==> src/rtl/lru_pkg.sv <==
`timescale 1ns/1ps
package lru_pkg;
    parameter int unsigned LRU_FRAMES = 3;
    parameter int unsigned LRU_PAGE_W = 4;

    function automatic int unsigned idx_width(input int unsigned n);
        return (n > 1) ? $clog2(n) : 1;
    endfunction
endpackage

==> src/rtl/lru_match.sv <==
`timescale 1ns/1ps
// Compares the key against every occupied slot and encodes the matching slot index.
module lru_match #(
    parameter int unsigned NUM_FRAMES = 3,
    parameter int unsigned PAGE_W     = 4,
    parameter int unsigned CNT_W      = 2,
    parameter int unsigned IDX_W      = 2
) (
    input  logic [NUM_FRAMES-1:0][PAGE_W-1:0] slots,
    input  logic [CNT_W-1:0]                  fill,
    input  logic [PAGE_W-1:0]                 key,
    output logic [NUM_FRAMES-1:0]             match_vec,
    output logic                              found,
    output logic [IDX_W-1:0]                  match_idx
);
    for (genvar i = 0; i < NUM_FRAMES; i++) begin : g_cmp
        assign match_vec[i] = (CNT_W'(i) < fill) && (slots[i] == key);
    end

    always_comb begin
        match_idx = '0;
        for (int i = 0; i < NUM_FRAMES; i++) begin
            if (match_vec[i]) match_idx = IDX_W'(i);
        end
    end

    assign found = |match_vec;
endmodule

==> src/rtl/lru_shift.sv <==
`timescale 1ns/1ps
// Moves the key to slot 0; slots 1..limit take their upper neighbour, the rest hold.
module lru_shift #(
    parameter int unsigned NUM_FRAMES = 3,
    parameter int unsigned PAGE_W     = 4,
    parameter int unsigned IDX_W      = 2
) (
    input  logic [NUM_FRAMES-1:0][PAGE_W-1:0] slots,
    input  logic [PAGE_W-1:0]                 key,
    input  logic [IDX_W-1:0]                  limit,
    output logic [NUM_FRAMES-1:0][PAGE_W-1:0] slots_next
);
    for (genvar i = 0; i < NUM_FRAMES; i++) begin : g_slot
        if (i == 0) begin : g_top
            assign slots_next[i] = key;
        end else begin : g_rest
            assign slots_next[i] = (IDX_W'(i) <= limit) ? slots[i-1] : slots[i];
        end
    end
endmodule

==> src/rtl/lru_stack_tracker.sv <==
`timescale 1ns/1ps
module lru_stack_tracker
    import lru_pkg::*;
#(
    parameter int unsigned NUM_FRAMES = LRU_FRAMES,
    parameter int unsigned PAGE_W     = LRU_PAGE_W
) (
    input  logic              clk,
    input  logic              rst_n,
    input  logic              ref_valid,
    input  logic [PAGE_W-1:0] ref_page,
    output logic              hit,
    output logic              victim_valid,
    output logic [PAGE_W-1:0] victim_page
);
    localparam int unsigned CNT_W = $clog2(NUM_FRAMES + 1);
    localparam int unsigned IDX_W = idx_width(NUM_FRAMES);

    typedef logic [PAGE_W-1:0] page_t;

    typedef struct packed {
        page_t [NUM_FRAMES-1:0] slot;      // slot[0] = most recent
        logic  [CNT_W-1:0]      fill;
        logic                   hit;
        logic                   vic_vld;
        page_t                  vic_page;
    } state_t;

    state_t st_d, st_q;

    logic [NUM_FRAMES-1:0]             match_vec;
    logic                              found;
    logic [IDX_W-1:0]                  match_idx;
    logic [IDX_W-1:0]                  shift_lim;
    logic [NUM_FRAMES-1:0][PAGE_W-1:0] slots_shifted;
    logic                              full;

    lru_match #(
        .NUM_FRAMES(NUM_FRAMES), .PAGE_W(PAGE_W), .CNT_W(CNT_W), .IDX_W(IDX_W)
    ) u_match (
        .slots    (st_q.slot),
        .fill     (st_q.fill),
        .key      (ref_page),
        .match_vec(match_vec),
        .found    (found),
        .match_idx(match_idx)
    );

    assign full      = (st_q.fill == CNT_W'(NUM_FRAMES));
    assign shift_lim = found ? match_idx : IDX_W'(NUM_FRAMES - 1);

    lru_shift #(
        .NUM_FRAMES(NUM_FRAMES), .PAGE_W(PAGE_W), .IDX_W(IDX_W)
    ) u_shift (
        .slots     (st_q.slot),
        .key       (ref_page),
        .limit     (shift_lim),
        .slots_next(slots_shifted)
    );

    always_comb begin
        st_d = st_q;
        if (ref_valid) begin
            st_d.slot     = slots_shifted;
            st_d.hit      = found;
            st_d.vic_vld  = !found && full;
            st_d.vic_page = (!found && full) ? st_q.slot[NUM_FRAMES-1] : '0;
            if (!found && !full) begin
                st_d.fill = st_q.fill + 1'b1;
            end
        end
    end

    always_ff @(posedge clk or negedge rst_n) begin
        if (!rst_n) st_q <= '0;
        else        st_q <= st_d;
    end

    assign hit          = st_q.hit;
    assign victim_valid = st_q.vic_vld;
    assign victim_page  = st_q.vic_page;

    // at most one occupied slot can match a page
    a_r3_single_match: assert property (@(posedge clk) disable iff (!rst_n)
        $onehot0(match_vec));

    // occupancy never exceeds the frame count
    a_r5_fill_bounded: assert property (@(posedge clk) disable iff (!rst_n)
        st_q.fill <= CNT_W'(NUM_FRAMES));

    // a miss with free frames grows occupancy by one and evicts nothing
    a_r5_fill_grows: assert property (@(posedge clk) disable iff (!rst_n)
        (ref_valid && !found && !full) |=>
            (st_q.fill == $past(st_q.fill) + 1'b1) && !victim_valid);

    // an eviction only happens with every frame occupied
    a_r6_evict_when_full: assert property (@(posedge clk) disable iff (!rst_n)
        victim_valid |-> (st_q.fill == CNT_W'(NUM_FRAMES)));

    // the referenced page ends up on top
    a_r4_ref_on_top: assert property (@(posedge clk) disable iff (!rst_n)
        ref_valid |=> (st_q.slot[0] == $past(ref_page)));

    // idle cycles leave all state untouched
    a_r8_idle_hold: assert property (@(posedge clk) disable iff (!rst_n)
        !ref_valid |=> $stable(st_q));
endmodule

==> config.mk <==
export PLATFORM = sky130hd
export DESIGN_NAME = lru_stack_tracker
export DESIGN_NICKNAME = d
export VERILOG_FILES = /design/src/rtl/lru_pkg.sv /design/src/rtl/lru_match.sv /design/src/rtl/lru_shift.sv /design/src/rtl/lru_stack_tracker.sv
export SDC_FILE = /design/constraint.sdc
export NUM_CORES = 1
export LEC_CHECK = 0
export ABC_CLOCK_PERIOD_IN_PS = 3120
export BUFFER_PORTS_ARGS = -buffer_cell sky130_fd_sc_hd__buf_2
export CAP_MARGIN = 10
export CORE_ASPECT_RATIO = 2
export CORE_UTILIZATION = 40
export CTS_BUF_LIST = sky130_fd_sc_hd__clkbuf_4
export DETAILED_ROUTE_END_ITERATION = 8
export PLACE_DENSITY = 0.63
export SETUP_SLACK_MARGIN = 0.2
export SLEW_MARGIN = 20
export SYNTH_ARGS = -nofsm -noshare
export SYNTH_HDL_FRONTEND = slang
export SYNTH_SLANG_ARGS = --single-unit
==> constraint.sdc <==
create_clock -name clk -period 3.12 [get_ports clk]
set_input_delay 0.312 -clock clk [delete_from_list [all_inputs] [get_ports clk]]
set_output_delay 0.312 -clock clk [all_outputs]
set_load 0.02 [all_outputs]
==> impl_metrics.yaml, run 1 <==
floorplan:
  start_util_pct: 42.69
  io_pins: 13
  core_um2: 2603
  dieArea_um2: 3005
  die_y_um: 76.54
  rows: 26
  die_x_um: 39.27
grt:
  grt_util_met1_pct: 20.31
  grtUsageMet2_pct: 27.33
  use_met3_pct: 2.624
  grt-ovfl-total: 0
  grt_max_degree: 30
  top_usage_layer: "met2"
  antenna_found_initial: 0
  grt.total_usage_pct: 17.17
  grt_pass1_vias: 797
  grt_pass1_wl_um: 3608
power_and_ir_drop:
  peakVddDrop_uv: 297.2
  intPower_mw: 0.5005
  power.leakage_nw: 0.5274
  power_density_nw_per_um2: 673.7
  p_sw_share_pct: 37.36
  clock_power_share_pct: 15.3
  p_sw_mw: 0.2986
  p_seq_share_pct: 49.3
  pwr-share-comb_pct: 35.3
clock_tree:
  insertion_delay_ps: 300
  clockRootBuffer: "clkbuf_4"
  cts_resized: 0
  cts_tree: "done"
  cts_hold_buf: 1
  cts_buffers: 3
  path_clk_slew_ps: 110
  cts_max_level: 1
  cts_sinks: 20
  cts_buffer_depth: 2
  post_cts_buffers: 0
worst_setup_path:
  cp_data_required_time_ps: 3320
  crit_path_start_kind: "flop"
  crit_path_max_incr_delay_ps: 710
  critPathKind: "reg2reg"
  path_max_fanout: 8
  crit_slowest_cell: "or4_1"
  crit_path_end_kind: "flop"
  arrival_ps: 2440
  crit_chain: "inv_1 > ha_1 > or4_1 > o31ai_4 > mux2_2"
drt:
  drtPass1Iterations: 4
  post_drt_wl_per_cell_um: 14.69
  num_vias: 787
  routed_wl_um: 2057
  drt_iter0_drc: 13
  ant_nets: 0
  drc: 0
  vias_per_cell: 5.621
placement:
  dp_cells: 136
  io_buffers: 12
  gp_congestion: 0.9282
  hpwl_um: 1532
synth:
  synth_edf_count: 0
  synthTopCellsByArea: "dfrtp_1 45%, mux2_2 9.1%, xor2_1 6.3%"
  syn_inst: 104
  yosysUniqueCellTypes: 25
  synth-simple-area-share_pct: 14.30
  synth_top_area_share_pct: 45.05
  synth_ff_type: "dfrtp_1"
  syn_area_per_cell_um2: 10.68
  yosysMostFrequentCell: "dfrtp_1"
  yosys-top-cells-count: "20 x dfrtp_1, 9 x mux2_2, 8 x xor2_1"
  synth_fa_ha_area_share_pct: 3.378
  syn-cell-area_um2: 1111
  synth_mux_area_share_pct: 10.02
  synth_compound_area_share_pct: 9.910
  ys_seq_area_share_pct: 45.05
  async_flop_share_pct: 100.0
  synth_area_leader_cell: "dfrtp_1"
  yosys_warnings: 0
  synth_xor_area_share_pct: 10.25
  ys_ff_latch: 20
  syn_nets: 114
  synth_top_family_by_area: "simple AND/OR/NAND/NOR gates"
sta:
  final_max_slew_viol_count: 0
  holdWs_ps: 313.1
  finalSetupTns_ps: 0
  setup_viol: 0
  finalClockSkew_ps: 4.846
  max_freq_mhz: 446.0
  slew_headroom_pct: 53.06
  tightestPinTransition_ps: 697.7
  fin_crit_sh_pct: 71.86
  rsz0062_at_grt: "false"
  finalCriticalPeriod_ps: 2242
  hold_viol_final: 0
final_layout:
  utilization_pct: 45.58
  n_antenna_cell: 0
  stdcell_count: 140
  nNetsFinal: 124
  area_growth_pct: 6.757
  drive_above_1_share_pct: 23.21
min_path:
  hold_path_class: "in2reg"
status:
  outcome: "completed"
job:
  maxCapViolations: 0
-- cells by family (layout without fill, tap and decap cells) --
logic type | count (synthesis) | count (layout)
adders and majority gates | 3 | 3
xor gates and xnor gates | 13 | 13
AOI/OAI and AO/OA | 14 | 14
DFF | 20 | 20
and+or+nand+nor | 29 | 29
muxes | 10 | 10
buffers and inverters | 15 | 23
-- state kept, by name, indices dropped and copies added, names as in the netlist --
register and cells:
victim_valid 1, st_q 14, hit 1, victim_page 4
-- final timing paths --
check,cells after the start,from,slack (ps),end
setup / recovery,5,st_q[6],880,st_q[12]
hold / removal,2,ref_page[1],310,st_q[9]
setup reg to reg,5,st_q[6],880,st_q[12]
hold reg to reg,2,victim_valid,520,victim_valid
max in group asynchronous,2,rst_n,2330,victim_valid
min in group asynchronous,2,rst_n,470,st_q[11]
-- power groups by stage --
stage | clock [mW] | combinational, mW | sequential (mW)
2_1_floorplan | 0 | 0.221 | 0.396
3_3_place_gp | 0 | 0.275 | 0.397
3_5_place_dp | 0 | 0.284 | 0.400
4_1_cts | 0.127 | 0.286 | 0.395
5_1_grt | 0.135 | 0.321 | 0.408
6_report | 0.122 | 0.282 | 0.394
-- critical path, delay by kind of cell, from the launching register on --
| family | cells | cell delay [ps] |
|---|---|---|
| AND/OR/NAND/NOR | 1 | 710 |
| flip-flops | 1 | 430 |
| multiplexers | 1 | 380 |
| AO/OA/AOI/OAI | 1 | 340 |
| adder cells (fa/ha/maj) | 1 | 220 |
| buffers and inverters | 1 | 60 |
-- stage by stage --
step	area, um2	total power [mW]	setup slack, ps
after floorplan	1111	0.6169	1115
after global placement	1154	0.6721	901.0
after detailed placement	1154	0.6837	852.0
after CTS	1186	0.8071	849.5
after global routing	1186	0.8646	774.1
final	1186	0.7991	878.0
-- cells in the final DEF (no fill, tap or decap), drive strengths merged, types with 4 or more instances in the layout --
cell type	count
o22ai	4
o211ai	4
nor2b	5
mux2	9
buf	12
nand4	6
inv	7
nand3	6
nand2	5
a31oi	4
xnor2	5
xor2	8
dfrtp	20
-- final cells by class --
class	instances	area [um2]
Clock buffer	3	22.52
Fill cell	275	1416
Inverter	7	26.28
Multi-Input combinational cell	69	531.8
Sequential cell	20	500.5
Tap cell	28	35.03
Timing Repair Buffer	13	70.07
-- per-layer routing --
metal	share of wire [%]	routed length [um]
met5	0	0
met4	4.2	86
met3	2.8	57
met2	55	1125
met1	38	787
Power figures use the tool's default switching activity.
==> run 2, diff against run 1 <==
- ABC_AREA: default -> 1
- ABC_CLOCK_PERIOD_IN_PS: 3120 -> 2000
- PLACE_DENSITY: 0.63 -> 0.65
- clock period: 3.12 -> 2 ns (I/O delays scaled with it)
==> run 2 against run 1 <==
  * Total power rose by 60%
  * Worst hold slack worse by 160 ps
  * Register-to-register slack got worse by 470 ps
  * Via count grew 17%
  * Non-clock buffer count unchanged
  * Fmax rose by 41%
  * Cell count grew 30%
  * Routed wire length rose by 14%
  * Flip-flop and latch count stayed put
  * First-iteration DRC count grew 140%
  * Die area increased by 2.5%
  * Largest cell class unchanged
==> impl_metrics.yaml, run 2 <==
status:
  outcome: "completed"
final_layout:
  final_cell_mix: "52 x nand2_1, 20 x dfrtp_1, 13 x inv_1"
  drive_above_1_share_pct: 20.26
  n_antenna_cell: 0
  stdcell_count: 182
  final_common_cell: "nand2_1"
  area_growth_pct: 9.220
  regMostFlops: "st_q"
  largest_register_ffs: 14
  nNetsFinal: 164
sta:
  slew_headroom_pct: 69.04
  finalSetupTns_ps: 0
  finalClockSkew_ps: 6.222
  tightestPinTransition_ps: 464.3
  holdWs_ps: 150.9
  max_freq_mhz: 627.7
  finalCriticalPeriod_ps: 1593
  setup_viol: 0
  rsz0062_at_grt: "false"
  final_max_slew_viol_count: 0
  fin_crit_sh_pct: 79.66
  hold_viol_final: 0
synth:
  yosysUniqueCellTypes: 19
  synthTopCellsByArea: "dfrtp_1 44%, nand2_1 17%, nand3_1 4.4%"
  syn_inst: 143
  synth_edf_count: 0
  syn-cell-area_um2: 1140
  ys_seq_area_share_pct: 43.91
  yosysMostFrequentCell: "nand2_1"
  ys_ff_latch: 20
  syn_nets: 153
  yosys-top-cells-count: "52 x nand2_1, 20 x dfrtp_1, 13 x inv_1"
  yosys_warnings: 0
  async_flop_share_pct: 100.0
  synth_top_area_share_pct: 43.91
  syn_area_per_cell_um2: 7.971
  synth_area_leader_cell: "dfrtp_1"
  synth_ff_type: "dfrtp_1"
clock_tree:
  cts_resized: 0
  cts_sinks: 20
  clockRootBuffer: "clkbuf_4"
  cts_max_level: 1
  post_cts_buffers: 0
  insertion_delay_ps: 310
  cts_hold_buf: 1
  path_clk_slew_ps: 130
  cts_buffers: 3
  cts_tree: "done"
  cts_buffer_depth: 2
placement:
  hpwl_um: 1821
  dp_cells: 177
  gp_congestion: 0.8548
  io_buffers: 12
drt:
  drc: 0
  drt_iter0_drc: 31
  ant_nets: 0
  vias_per_cell: 5.049
  post_drt_wl_per_cell_um: 12.84
  num_vias: 919
  routed_wl_um: 2336
  drtPass1Iterations: 4
worst_setup_path:
  r2r.worst_path.cells: 8
  crit-reg2reg-launch: "st_q[7]"
  r2r_end: "st_q[17]"
  reg2reg_setup_slack_ps: 410
  crit_path_end_kind: "flop"
  worstSetupEndpoint: "st_q[17]"
  crit_path_start_kind: "flop"
  cp_data_required_time_ps: 2210
  critPathKind: "reg2reg"
  setup.worst_path.start: "st_q[7]"
  path_max_fanout: 11
  arrival_ps: 1800
power_and_ir_drop:
  power_density_nw_per_um2: 1027
  power.leakage_nw: 0.6803
  peakVddDrop_uv: 405.4
  p_total_mw: 1.278
floorplan:
  rows: 27
  start_util_pct: 41.66
  dieArea_um2: 3080
  core_um2: 2736
  die_y_um: 77.49
  die_x_um: 39.75
  io_pins: 13
min_path:
  hold_path_class: "in2reg"
grt:
  grt_max_degree: 21
  grt.total_usage_pct: 18.20
  grt_pass1_wl_um: 3898
  grt-ovfl-total: 0
  grt_pass1_vias: 863
  antenna_found_initial: 0
job:
  maxCapViolations: 0
-- run 2: cell types whose count changed after synthesis, moves of 5 or more --
cell / delta
nor2b_1: -5
nand2_1: +47
o21ai_0: +6
inv_1: +6
mux2_2: -9
xor2_1: -8
-- run 2: through the flow --
step / instance area, um2 / setup WS (ps) / util (%)
finish: 1245 / 406.8 / 45.50
global route: 1245 / 221.4 / 45.50
CTS: 1245 / 387.1 / 45.50
detailed placement: 1182 / 416.7 / 43.21
global placement: 1182 / 436.1 / 43.21
floorplan: 1140 / 647.2 / -
-- run 2: final cells by class --
| type | count | area [um2] |
|---|---|---|
| clock buffers | 3 | 22.52 |
| flip-flops and latches | 20 | 500.5 |
| repair buffers | 13 | 70.07 |
| inverters | 15 | 56.30 |
| well taps | 29 | 36.28 |
| fillers | 286 | 1491 |
| multi-input cells | 101 | 529.3 |
| clock inverters | 1 | 30.03 |
-- run 2: how the worst min path moves through the flow --
stage                      from        to  cells past startpoint
finish              ref_page[0]   st_q[8]                      3
global route        ref_page[2]  st_q[10]                      3
CTS                 ref_page[1]   st_q[9]                      3
detailed placement        rst_n  st_q[19]                      1
global placement          rst_n  st_q[16]                      1
floorplan                 rst_n       hit                      0
-- run 2: power by group --
group / internal (mW) / switching, mW
Sequential: 0.486 / 0.0860
Combinational: 0.136 / 0.233
Clock: 0.203 / 0.135
Total: 0.824 / 0.454
-- run 2: worst max-delay path: stages (launching register included) --
cell	delay (ps)
dfrtp_1	450
ha_1	170
o21ai_0	70
nor2_1	150
nand3_2	250
nand2_4	200
nand2_4	80
nand2_1	70
nand2_1	40
-- run 2: routing by layer --
metal	track usage (%)	part of all wire (%)	vias to the layer above
met2	32.79	57	18
met1	19.78	39	429
li1	-	-	468
met3	1.714	2.2	4
met5	0	0	-
met4	7.241	1.5	0
-- run 2: logic make-up (layout without fill, tap and decap cells) --
kind of cell               count (synthesis)  count (layout)  synth area share [%]
adders and majority gates                  3               3                 3.293
xor gates and xnor gates                   3               3                 2.306
AOI/OAI and AO/OA                         10              10                 4.720
buffers and inverters                     22              32                 9.660
and+or+nand+nor                           85              85                 36.11
DFF                                       20              20                 43.91
==> run 3, diff against run 2 <==
- ABC_CLOCK_PERIOD_IN_PS: 2000 -> 1400
- clock period: 2 -> 1.4 ns (I/O delays scaled with it)
==> run 3 against run 2 <==
  * The run now ends with setup timing left
  * Clock skew is 3.5 ps lower
  * Via count is 4.8% higher
  * Routed wire length rose by 1.4%
  * Critical path type unchanged
==> impl_metrics.yaml, run 3 (synthesis gave the netlist of run 2 again) <==
status:
  outcome: "finished, violations left"
  violations: "setup timing"
worst_setup_path:
  critPathKind: "reg2reg"
  r2r_end: "st_q[12]"
  setup.worst_path.start: "st_q[7]"
  worstSetupEndpoint: "st_q[12]"
  crit_path_start_kind: "flop"
  r2r.worst_path.cells: 9
  crit_path_end_kind: "flop"
  reg2reg_setup_slack_ps: -30
  crit-reg2reg-launch: "st_q[7]"
  path_max_fanout: 5
  arrival_ps: 1680
  cp_data_required_time_ps: 1650
final_layout:
  final_common_cell: "nand2_1"
  regMostFlops: "st_q"
  nNetsFinal: 172
  n_antenna_cell: 0
  largest_register_ffs: 14
  drive_above_1_share_pct: 28.57
  utilization_pct: 48.10
  area_growth_pct: 15.48
  final_cell_mix: "52 x nand2_1, 18 x dfrtp_1, 12 x inv_1, 12 x buf_2, 10 x nand3_1"
job:
  maxCapViolations: 0
grt:
  grt_pass1_wl_um: 3870
  grt_max_degree: 21
  grt-ovfl-total: 0
  grt.total_usage_pct: 17.68
  antenna_found_initial: 0
  grt_pass1_vias: 864
drt:
  num_vias: 963
  drc: 0
  routed_wl_um: 2369
  drtPass1Iterations: 4
  vias_per_cell: 5.068
  drt_iter0_drc: 18
  post_drt_wl_per_cell_um: 12.47
  ant_nets: 0
power_and_ir_drop:
  clock_power_share_pct: 16.2
  p_seq_share_pct: 47.4
  power_density_nw_per_um2: 1315
  p_sw_mw: 0.6650
  intPower_mw: 1.066
  p_sw_share_pct: 38.41
  peakVddDrop_uv: 597.1
  power.leakage_nw: 0.7018
  pwr-share-comb_pct: 36.4
clock_tree:
  path_clk_slew_ps: 110
  cts_max_level: 1
  clockRootBuffer: "clkbuf_4"
  cts_sinks: 20
  cts_tree: "done"
  insertion_delay_ps: 300
  cts_buffer_depth: 2
  cts_buffers: 3
min_path:
  hold_path_class: "in2reg"
floorplan:
  die_x_um: 39.75
  rows: 27
  start_util_pct: 41.66
  io_pins: 13
  die_y_um: 77.49
  dieArea_um2: 3080
  core_um2: 2736
sta:
  rsz0062_at_grt: "true"
  final_max_slew_viol_count: 0
  finalClockSkew_ps: 2.737
  fin_crit_sh_pct: 102.0
  finalSetupTns_ps: -97.36
  max_freq_mhz: 700.0
  slew_headroom_pct: 70.29
  holdWs_ps: 89.87
  fin_ws_ps: -28.60
  tightestPinTransition_ps: 445.6
  finalCriticalPeriod_ps: 1429
  setup_viol: 7
  hold_viol_final: 0
placement:
  hpwl_um: 1795
  gp_congestion: 0.8169
  place_ws_ps: -47.89
  io_buffers: 12
==> run 3: area by class of cell <==
type                       count  area [um2]
clock buffer                   3       22.52
timing repair buffer          20       130.1
sequential                    20       503.0
tap                           29       36.28
clock inverter                 1       3.754
fill                         265        1420
inverter                      15       56.30
multi-input combinational    102       564.3
==> run 3: through the flow <==
| stage | cells | cell area, um2 | total power [mW] |
|---|---|---|---|
| after global routing | 190 | 1316 | 1.859 |
| final | 190 | 1316 | 1.731 |
| after global placement | 180 | 1211 | 1.369 |
| after detailed placement | 180 | 1211 | 1.394 |
| after floorplan | 143 | 1146 | 1.228 |
| after CTS | 185 | 1266 | 1.687 |
==> run 3: repair_timing <==
item,4_1_cts,5_1_grt
hold buffers,1,0
buffers inserted,0,3
hold endpoints to repair,20,0
cloned,0,2
setup endpoints to repair,16,16
pin swaps,4,2
gates resized for setup,6,7
==> run 3: critical path, stage by stage (launching register included) <==
cell and delay, ps:
dfrtp_2 420, inv_1 60, ha_2 170, a21oi_2 110
nand2_2 90, nor2_4 180, nand3_4 120, nand2_4 100
nand2_1 60, nand2_1 60
==> run 3: power by group through the flow <==
stage               sequential (mW)  clock [mW]  combinational, mW
floorplan                     0.808           0              0.421
global placement              0.814           0              0.555
detailed placement            0.825           0              0.569
CTS                           0.817       0.285              0.586
global route                  0.838       0.311              0.710
finish                        0.821       0.280              0.630
==> run 3: how the worst min path moves through the flow <==
stage           startpoint  endpoint  slack (ps)  cells past startpoint
2_1_floorplan        rst_n       hit        -160                      0
3_3_place_gp         rst_n  st_q[19]         110                      1
3_5_place_dp         rst_n  st_q[19]         110                      1
4_1_cts        ref_page[0]   st_q[8]         100                      3
5_1_grt        ref_page[0]   st_q[8]         100                      3
6_report       ref_page[0]   st_q[8]          90                      3
==> run 3: layer usage <==
metal  share of wire, %  GRT usage [%]  vias up
met1                 40          21.58      459
met4                1.5          5.172        0
li1                   -              -      482
met3                2.1          1.714        4
met5                  0              0        -
met2                 57          30.66       18
